==> config.mk <==
export PLATFORM = sky130hd
export DESIGN_NAME = frame_serializer
export DESIGN_NICKNAME = d
export VERILOG_FILES = /design/src/rtl/frame_ser_pkg.sv /design/src/rtl/fs_phase_gen.sv /design/src/rtl/fs_link_ctrl.sv /design/src/rtl/fs_sync_ctrl.sv /design/src/rtl/fs_frame_path.sv /design/src/rtl/frame_serializer.sv
export SDC_FILE = /design/constraint.sdc
export NUM_CORES = 1
export LEC_CHECK = 0
export ABC_CLOCK_PERIOD_IN_PS = 5350
export BUFFER_PORTS_ARGS = -buffer_cell sky130_fd_sc_hd__buf_2
export CAP_MARGIN = 40
export CORE_ASPECT_RATIO = 0.7
export CORE_MARGIN = 1.5
export CORE_UTILIZATION = 30
export DETAILED_ROUTE_END_ITERATION = 8
export PLACE_DENSITY = 0.44
export SLEW_MARGIN = 20
export SYNTH_ARGS = -nofsm -noshare
export SYNTH_HDL_FRONTEND = slang
export SYNTH_SLANG_ARGS = --single-unit
==> constraint.sdc <==
create_clock -name clk -period 5.35 [get_ports clk]
set_input_delay 0.8025 -clock clk [delete_from_list [all_inputs] [get_ports clk]]
set_output_delay 0.8025 -clock clk [all_outputs]
set_load 0.02 [all_outputs]
==> src/rtl/frame_ser_pkg.sv <==
package frame_ser_pkg;
   typedef enum logic {
      LNK_WAIT = 1'b0,
      LNK_LIVE = 1'b1
   } link_state_t;
endpackage

==> src/rtl/fs_phase_gen.sv <==
module fs_phase_gen #(
   parameter int FRAME_BITS = 12,
   localparam int PW = $clog2(FRAME_BITS)
) (
   input  logic          clk,
   input  logic          rst_n,
   input  logic          hold,
   output logic [PW-1:0] phase,
   output logic          word_tick,
   output logic          mid_tick
);
   localparam logic [PW-1:0] LAST_P = PW'(FRAME_BITS - 1);
   localparam logic [PW-1:0] MID_P  = PW'(FRAME_BITS / 2 - 1);

   always_ff @(posedge clk or negedge rst_n) begin
      if (!rst_n) begin
         phase <= '0;
      end else if (hold) begin
         phase <= '0;
      end else if (phase == LAST_P) begin
         phase <= '0;
      end else begin
         phase <= phase + PW'(1);
      end
   end

   assign word_tick = !hold && (phase == LAST_P);
   assign mid_tick  = !hold && (phase == MID_P);
endmodule

==> src/rtl/fs_link_ctrl.sv <==
module fs_link_ctrl
   import frame_ser_pkg::*;
#(
   parameter int LOCK_WORDS = 510,
   localparam int LW = $clog2(LOCK_WORDS)
) (
   input  logic          clk,
   input  logic          rst_n,
   input  logic          clr,
   input  logic          word_tick,
   output logic          run,
   output logic [LW-1:0] lock_cnt
);
   localparam logic [LW-1:0] LOCK_LAST = LW'(LOCK_WORDS - 1);

   link_state_t state;

   always_ff @(posedge clk or negedge rst_n) begin
      if (!rst_n) begin
         state    <= LNK_WAIT;
         lock_cnt <= '0;
      end else if (clr) begin
         state    <= LNK_WAIT;
         lock_cnt <= '0;
      end else if (word_tick && state == LNK_WAIT) begin
         if (lock_cnt == LOCK_LAST) begin
            state <= LNK_LIVE;
         end else begin
            lock_cnt <= lock_cnt + LW'(1);
         end
      end
   end

   assign run = (state == LNK_LIVE);
endmodule

==> src/rtl/fs_sync_ctrl.sv <==
module fs_sync_ctrl #(
   parameter int SYNC_QUAL = 5,
   parameter int SYNC_MIN  = 1024,
   localparam int QW = $clog2(SYNC_QUAL + 1),
   localparam int SW = $clog2(SYNC_MIN + 1)
) (
   input  logic          clk,
   input  logic          rst_n,
   input  logic          clr,
   input  logic          word_tick,
   input  logic          req,
   output logic          use_sync,
   output logic          sync_mode,
   output logic [SW-1:0] sym_cnt
);
   localparam logic [QW-1:0] QUAL_P = QW'(SYNC_QUAL);
   localparam logic [SW-1:0] MIN_P  = SW'(SYNC_MIN);

   logic [QW-1:0] hi_cnt;
   logic [QW-1:0] hi_nxt;
   logic          held;

   always_comb begin
      if (!req) begin
         hi_nxt = '0;
      end else if (hi_cnt == QUAL_P) begin
         hi_nxt = hi_cnt;
      end else begin
         hi_nxt = hi_cnt + QW'(1);
      end
      held     = (hi_nxt == QUAL_P);
      use_sync = held || (sync_mode && (sym_cnt < MIN_P));
   end

   always_ff @(posedge clk or negedge rst_n) begin
      if (!rst_n) begin
         hi_cnt    <= '0;
         sync_mode <= 1'b0;
         sym_cnt   <= '0;
      end else if (clr) begin
         hi_cnt    <= '0;
         sync_mode <= 1'b0;
         sym_cnt   <= '0;
      end else if (word_tick) begin
         hi_cnt    <= hi_nxt;
         sync_mode <= use_sync;
         if (!use_sync) begin
            sym_cnt <= '0;
         end else if (!sync_mode) begin
            sym_cnt <= SW'(1);
         end else if (sym_cnt != MIN_P) begin
            sym_cnt <= sym_cnt + SW'(1);
         end
      end
   end
endmodule

==> src/rtl/fs_frame_path.sv <==
module fs_frame_path #(
   parameter int DATA_W = 10,
   localparam int FB   = DATA_W + 2,
   localparam int PW   = $clog2(FB),
   localparam int HALF = FB / 2
) (
   input  logic              clk,
   input  logic              rst_n,
   input  logic              clr,
   input  logic              word_tick,
   input  logic              mid_tick,
   input  logic              edge_rise,
   input  logic              use_sync,
   input  logic [DATA_W-1:0] din,
   input  logic [PW-1:0]     phase,
   output logic              ser_bit
);
   logic [DATA_W-1:0] din_q;
   logic [FB-1:0]     frame_q;
   logic [FB-1:0]     data_frame;
   logic [FB-1:0]     train_frame;
   logic              capture;

   assign data_frame[0]    = 1'b1;
   assign data_frame[FB-1] = 1'b0;

   for (genvar i = 0; i < DATA_W; i++) begin : g_payload
      assign data_frame[i+1] = din_q[i];
   end

   for (genvar k = 0; k < FB; k++) begin : g_train
      assign train_frame[k] = (k < HALF);
   end

   assign capture = edge_rise ? word_tick : mid_tick;

   always_ff @(posedge clk or negedge rst_n) begin
      if (!rst_n) begin
         din_q   <= '0;
         frame_q <= '0;
      end else if (clr) begin
         din_q   <= '0;
         frame_q <= '0;
      end else begin
         if (capture) begin
            din_q <= din;
         end
         if (word_tick) begin
            frame_q <= use_sync ? train_frame : data_frame;
         end
      end
   end

   assign ser_bit = frame_q[phase];
endmodule

==> src/rtl/frame_serializer.sv <==
module frame_serializer #(
   parameter int DATA_W     = 10,
   parameter int LOCK_WORDS = 510,
   parameter int SYNC_QUAL  = 5,
   parameter int SYNC_MIN   = 1024
) (
   input  logic              clk,
   input  logic              rst_n,
   input  logic [DATA_W-1:0] din,
   input  logic              edge_rise,
   input  logic              sync_a,
   input  logic              sync_b,
   input  logic              out_en,
   input  logic              pwr_on,
   output logic              ser_out,
   output logic              ser_valid
);
   localparam int FB = DATA_W + 2;
   localparam int PW = $clog2(FB);
   localparam int LW = $clog2(LOCK_WORDS);
   localparam int SW = $clog2(SYNC_MIN + 1);

   if (DATA_W < 2 || (DATA_W % 2) != 0) begin : g_bad_width
      $error("frame_serializer: DATA_W must be even and at least 2");
   end
   if (LOCK_WORDS < 2) begin : g_bad_lock
      $error("frame_serializer: LOCK_WORDS must be at least 2");
   end
   if (SYNC_QUAL < 1 || SYNC_MIN < 1) begin : g_bad_sync
      $error("frame_serializer: SYNC_QUAL and SYNC_MIN must be positive");
   end

   logic          clr;
   logic [PW-1:0] phase;
   logic          word_tick;
   logic          mid_tick;
   logic          run;
   logic [LW-1:0] lock_cnt;
   logic          use_sync;
   logic          sync_mode;
   logic [SW-1:0] sym_cnt;

   assign clr = !pwr_on;

   fs_phase_gen #(.FRAME_BITS(FB)) u_phase (
      .clk       (clk),
      .rst_n     (rst_n),
      .hold      (clr),
      .phase     (phase),
      .word_tick (word_tick),
      .mid_tick  (mid_tick)
   );

   fs_link_ctrl #(.LOCK_WORDS(LOCK_WORDS)) u_link (
      .clk       (clk),
      .rst_n     (rst_n),
      .clr       (clr),
      .word_tick (word_tick),
      .run       (run),
      .lock_cnt  (lock_cnt)
   );

   fs_sync_ctrl #(.SYNC_QUAL(SYNC_QUAL), .SYNC_MIN(SYNC_MIN)) u_sync (
      .clk       (clk),
      .rst_n     (rst_n),
      .clr       (clr),
      .word_tick (word_tick),
      .req       (sync_a | sync_b),
      .use_sync  (use_sync),
      .sync_mode (sync_mode),
      .sym_cnt   (sym_cnt)
   );

   fs_frame_path #(.DATA_W(DATA_W)) u_frame (
      .clk       (clk),
      .rst_n     (rst_n),
      .clr       (clr),
      .word_tick (word_tick),
      .mid_tick  (mid_tick),
      .edge_rise (edge_rise),
      .use_sync  (use_sync),
      .din       (din),
      .phase     (phase),
      .ser_bit   (ser_out)
   );

   assign ser_valid = run & out_en & pwr_on;
endmodule

-- Yosys cells after proc, flatten, opt, wreduce, memory -nomap -nowiden
Cells that the tools add are included.
- $add $sub $neg: 4
- $mul: 0
- div/mod/pow operators: 0
- magnitude comparators: 2
- equality and inequality tests: 12
- shift operators: 0
- mux-type cells: 27
- bitwise gates (word level): 4
- reduce and logical (&&, ||, !) cells: 8
- operator list (kind ; count):
    11-bit 2-to-1 mux ; 6
    9-bit 2-to-1 mux ; 3
    12-bit 2-to-1 mux ; 2
    10-bit 2-to-1 mux ; 2
    3-bit 2-to-1 mux ; 4
    11-bit by 1-bit adder with 11-bit output (second input constant) ; 1
    11-bit < comparator (second input constant) ; 1
    11-bit inequality test (second input constant) ; 1
    9-bit by 1-bit adder with 9-bit output (second input constant) ; 1
    9-bit == test (second input constant) ; 1
    4-bit 2-to-1 mux ; 2
    2-bit by 1-bit inequality test with 1-bit output (second input constant) ; 4
    1-bit 2-to-1 mux ; 7
    3-bit == test (second input constant) ; 2
    2-bit AND reduction ; 3
    4-bit by 5-bit < comparator with 1-bit output (second input constant) ; 1
    4-bit by 1-bit adder with 4-bit output (second input constant) ; 1
    1-bit binary-select mux with 4-bit select ; 1
    4-bit by 3-bit == test with 1-bit output (second input constant) ; 1
    4-bit == test (second input constant) ; 1
    1-bit logical AND ; 4
    4-bit inequality test (second input constant) ; 1
    3-bit by 1-bit adder with 3-bit output (second input constant) ; 1
    1-bit bitwise AND ; 2
    other kinds (4) ; 4
- register bits after elaboration: 51
- bits in latches: 0
- memory bits (writable): 0
- memory bits (read-only): 0
- input bits: 17
- word-level logic and storage cells: 65
- memories: 0

-- Logic depth before layout (Yosys ltp)
- depth in word-level cells: 8
- mapped depth: 8
- depth with buffers taken out: 7

-- Hierarchy
Synthesis repeated with hierarchy kept, for this count alone.
- cells, all modules: 301
- area, all modules: 2939.1 um^2
- by module, submodules not included (module ; times used ; cells each ; area each (um^2) ; sequential area each (um^2)):
    fs_sync_ctrl ; 1 ; 128 ; 1077.3 ; 375.4
    fs_frame_path ; 1 ; 88 ; 1014.7 ; 525.5
    fs_link_ctrl ; 1 ; 61 ; 605.6 ; 250.2
    fs_phase_gen ; 1 ; 21 ; 225.2 ; 100.1
    frame_serializer ; 1 ; 3 ; 16.3 ; 0.0

-- Worst setup path before layout
Ideal clock, no wire load.
- path type: register to output
- start point: register u_phase.phase[0]
- end point: output port ser_out
- arrival time: 1.477 ns
- data required time: 4.548 ns
- slack: 3.071 ns
- stages on the path, launching flop included: 5
- cells stage by stage: dfrtp_1 clkbuf_1 mux4_2 o21ai_0 o21ai_0
- word-level cells in the longest chain between the ends: 2
- ends and longest elaborated chain (item ; RTL line ; RTL):
    start: declaration ; fs_phase_gen.sv:8 ; output logic [PW-1:0] phase,
    start signal: assignment ; fs_phase_gen.sv:23 ; phase <= phase + PW'(1);
    1-bit binary-select mux with 4-bit select ; fs_frame_path.sv:54 ; assign ser_bit = frame_q[phase];
    1-bit 2-to-1 mux (not written as such) ; fs_frame_path.sv:54 ;
    end: declaration ; frame_serializer.sv:15 ; output logic ser_out,
Every way passes these cells. The select of a mux whose other input is x is not followed.

-- Worst setup path in the final report
- start point: input port pwr_on
- end point: output port ser_valid
- word-level cells in the longest chain between the ends: 1
- ends and longest elaborated chain (item ; RTL line ; RTL):
    start: declaration ; frame_serializer.sv:14 ; input logic pwr_on,
    1-bit bitwise AND ; frame_serializer.sv:87 ; assign ser_valid = run & out_en & pwr_on;
    end: declaration ; frame_serializer.sv:16 ; output logic ser_valid
Every way passes these cells.

==> reports/summary.txt <==
Rows: 28
Worst path bufs/invs: 2
Finished Core Util: 35.54%
Seq cells post-synth: 50
Min Tclk post-route: 2.598 ns
Critical-path cell list: buf_2, and3_1, buf_2
Vias: 2031
Crit. End Element: output port
Setup_tns: 0 ns
WS Path Type: primary input to output port
Hold Crit Class: register to register
# H-tree levels: 2
Top-count cell post-synth: dfrtp_1
Clock sink count: 50
Largest net degree at the start of global routing: 51
Die height: 82.21 um
Share of cells above drive strength 1: 14.04%
Clock transition at path regs: 0.06 ns
Drt total wl: 5.813 mm
Max-cap violations: 0
Avg Vias per Cell: 4.930
DRT Pass-1 Iters: 4
# DRC: 0
RSZ-0062 raised after global routing: false
Fmax: 0.3849 GHz
Vias in the first global route: 1975
Synth cell types: 54
Layout Nets: 316
Hold-fix buffers, CTS: 0
Clock root buffer: clkbuf_16
Final Slew Violations: 0
Hold Vio Cnt, Final: 0
Core ar.: 0.008583 mm^2
Seq/Total Area, Yosys: 46.53%
Post-detail-place hpwl: 3.760 mm
Routed len/inst: 14.11 um
CP max FO: 45
Initial antenna violation count: 0
Total power: 795.6 uW
Power Dens Cells: 260.8 mW/mm^2
# placed instances: 403
Status: completed
Worst-margin pin slew: 0.7453 ns
Commonest cells in the netlist: 50 x dfrtp_1, 42 x nand2_1, 22 x o21ai_0
Final GP Congestion: 0.7615
Starting Density: 31.33%
Clock Latency Late Sink: 0.29 ns
Number of setup buffers added after CTS: 0
Syn_area_per_cell: 9.672 um^2
Crit path largest cell delay: 0.57 ns
Clock Path Buffers: 2
Number of enable flip-flop cells after synthesis: 0
Most used cell, CP: buf_2
Async SR Flop Fraction: 100.0%
Layout Area Growth over Synthesis: 13.45%
1st-iter DRT viols: 84
Synth Instances: 278
CTS tree: built
Tcrit/Tclk final: 48.57%
Synth area leader: dfrtp_1
Synthesized Nets: 303
Worst vdd ir: 0.1127 mV
Die ar.: 0.009549 mm^2
Post-route ant nets: 0
Die width: 116.2 um
Setup Viol. Count Final: 0
Antenna diodes: 0
Slowest cell on the critical path: buf_2
Top_reg_cell synth: dfrtp_1
Post-cts gate resize count: 0
Relative slew slack: 50.31%
Leakage: 1.339 nW
GR Overflow Total: 0
First-pass GRT wire length: 9.998 mm
Boundary Pins: 19
Crit-path leading delay family: buffers and inverters
Startpoint types: primary input
Overall routing resource usage: 13.60%
Synth top area share: 46.53%
Post-Layout Cell Count: 412
I/O Buffers: 18
Dominant cells by area after synthesis: dfrtp_1 47%, nand2_1 5.9%, o21ai_0 4.1%, ha_1 3.7%, xnor2_1 2.6%
Skew final: 0.006705 ns
Yosys Warn Count: 0
Total CTS buffers: 5
Crit path required time: 4.55 ns
Netlist Area Pre-Place: 0.002689 mm^2
CP arrival: 1.80 ns
path summary, 6_finish.rpt:
| check | from | endpoint | slack (ns) | depth (start not counted) |
|---|---|---|---|---|
| min | u_frame.din_q[2]$_DFFE_PN0P_ | u_frame.din_q[2]$_DFFE_PN0P_ | 0.48 | 2 |
| min reg2reg | u_frame.din_q[2]$_DFFE_PN0P_ | u_frame.din_q[2]$_DFFE_PN0P_ | 0.48 | 2 |
| max in group asynchronous | rst_n | u_sync.hi_cnt[1]$_DFFE_PN0P_ | 4.29 | 2 |
| min in group asynchronous | rst_n | u_frame.din_q[3]$_DFFE_PN0P_ | 0.62 | 2 |
| max | pwr_on | ser_valid | 2.75 | 3 |
| max reg2reg | u_phase.phase[0]$_DFF_PN0_ | u_link.lock_cnt[4]$_DFFE_PN0P_ | 2.97 | 6 |
sequential cells by signal, summed over array words and instances, names as in the netlist:
signal            cells
u_frame.frame_q      11
u_sync.sym_cnt       11
u_frame.din_q        10
u_link.lock_cnt       9
u_phase.phase         4
u_sync.hi_cnt         3
u_link.run            1
u_sync.sync_mode      1
cells in the final DEF, fill, tap and decap left out, types with 3 or more instances in the layout:
cell type	synthesis	final
nand2b_1	3	3
nand4_1	11	11
a21boi_1	5	5
a31oi_1	3	3
nand3b_1	3	3
o21ai_0	22	22
xnor2_1	8	8
and3_1	7	7
xor2_1	4	4
clkbuf_16	0	5
ha_1	8	8
nor2_1	11	11
a21oi_1	9	9
nand3_1	11	11
buf_2	1	18
o2bb2ai_1	3	3
dfrtp_1	50	50
inv_1	6	6
and2_1	11	11
o31ai_1	6	6
nor2b_1	4	4
nand2_1	42	42
worst register-to-register path: stages, from the launching register on:
cell and delay, ns:
dfrtp_1 0.53, ha_1 0.29, nand3b_2 0.39, a311oi_4 0.58
nand4_1 0.19, xnor2_1 0.15, and2_1 0.15
cell type report:
cell class | instances | area (um^2)
clock buffer | 7 | 132.6
clock inverter | 1 | 30.03
fill | 891 | 5533
inverter | 6 | 22.52
multi-input combinational | 207 | 1348
sequential | 50 | 1251
tap | 120 | 150.1
timing repair buffer | 21 | 116.4
where the power goes:
| part | internal, mW | switching, mW |
|---|---|---|
| logic | 0.0138 | 0.0244 |
| clock network | 0.222 | 0.143 |
| registers | 0.386 | 0.00731 |
cells by family (layout without fill, tap and decap cells):
group / Yosys count / in the layout / share of synthesized area (%)
AND/OR/NAND/NOR: 119 / 119 / 23.87
AO/OA/AOI/OAI: 65 / 65 / 16.57
flip-flops: 50 / 50 / 46.53
buffers and inverters: 21 / 35 / 3.350
XOR/XNOR: 12 / 12 / 3.909
adder cells (fa/ha/maj): 8 / 8 / 3.723
multiplexers: 3 / 3 / 2.047
per-layer routing:
layer | vias to the layer above | global-route usage (%) | wire length [um]
met5 | - | 0 | 0
met4 | 0 | 3.659 | 54
met3 | 5 | 3.066 | 171
met2 | 20 | 19.76 | 2317
met1 | 980 | 20.19 | 3270
li1 | 1026 | - | -
metrics by stage:
step / setup slack, ns / cell area (um^2) / hold slack [ns]
6_report: 2.752 / 3050 / 0.4800
5_1_grt: 2.639 / 3050 / 0.5071
4_1_cts: 2.700 / 3039 / 0.4886
3_5_place_dp: 2.558 / 2877 / 0.4716
3_3_place_gp: 2.614 / 2877 / 0.4688
2_1_floorplan: 3.071 / 2689 / 0.4495
No activity file was read; power rests on OpenSTA's default activity.
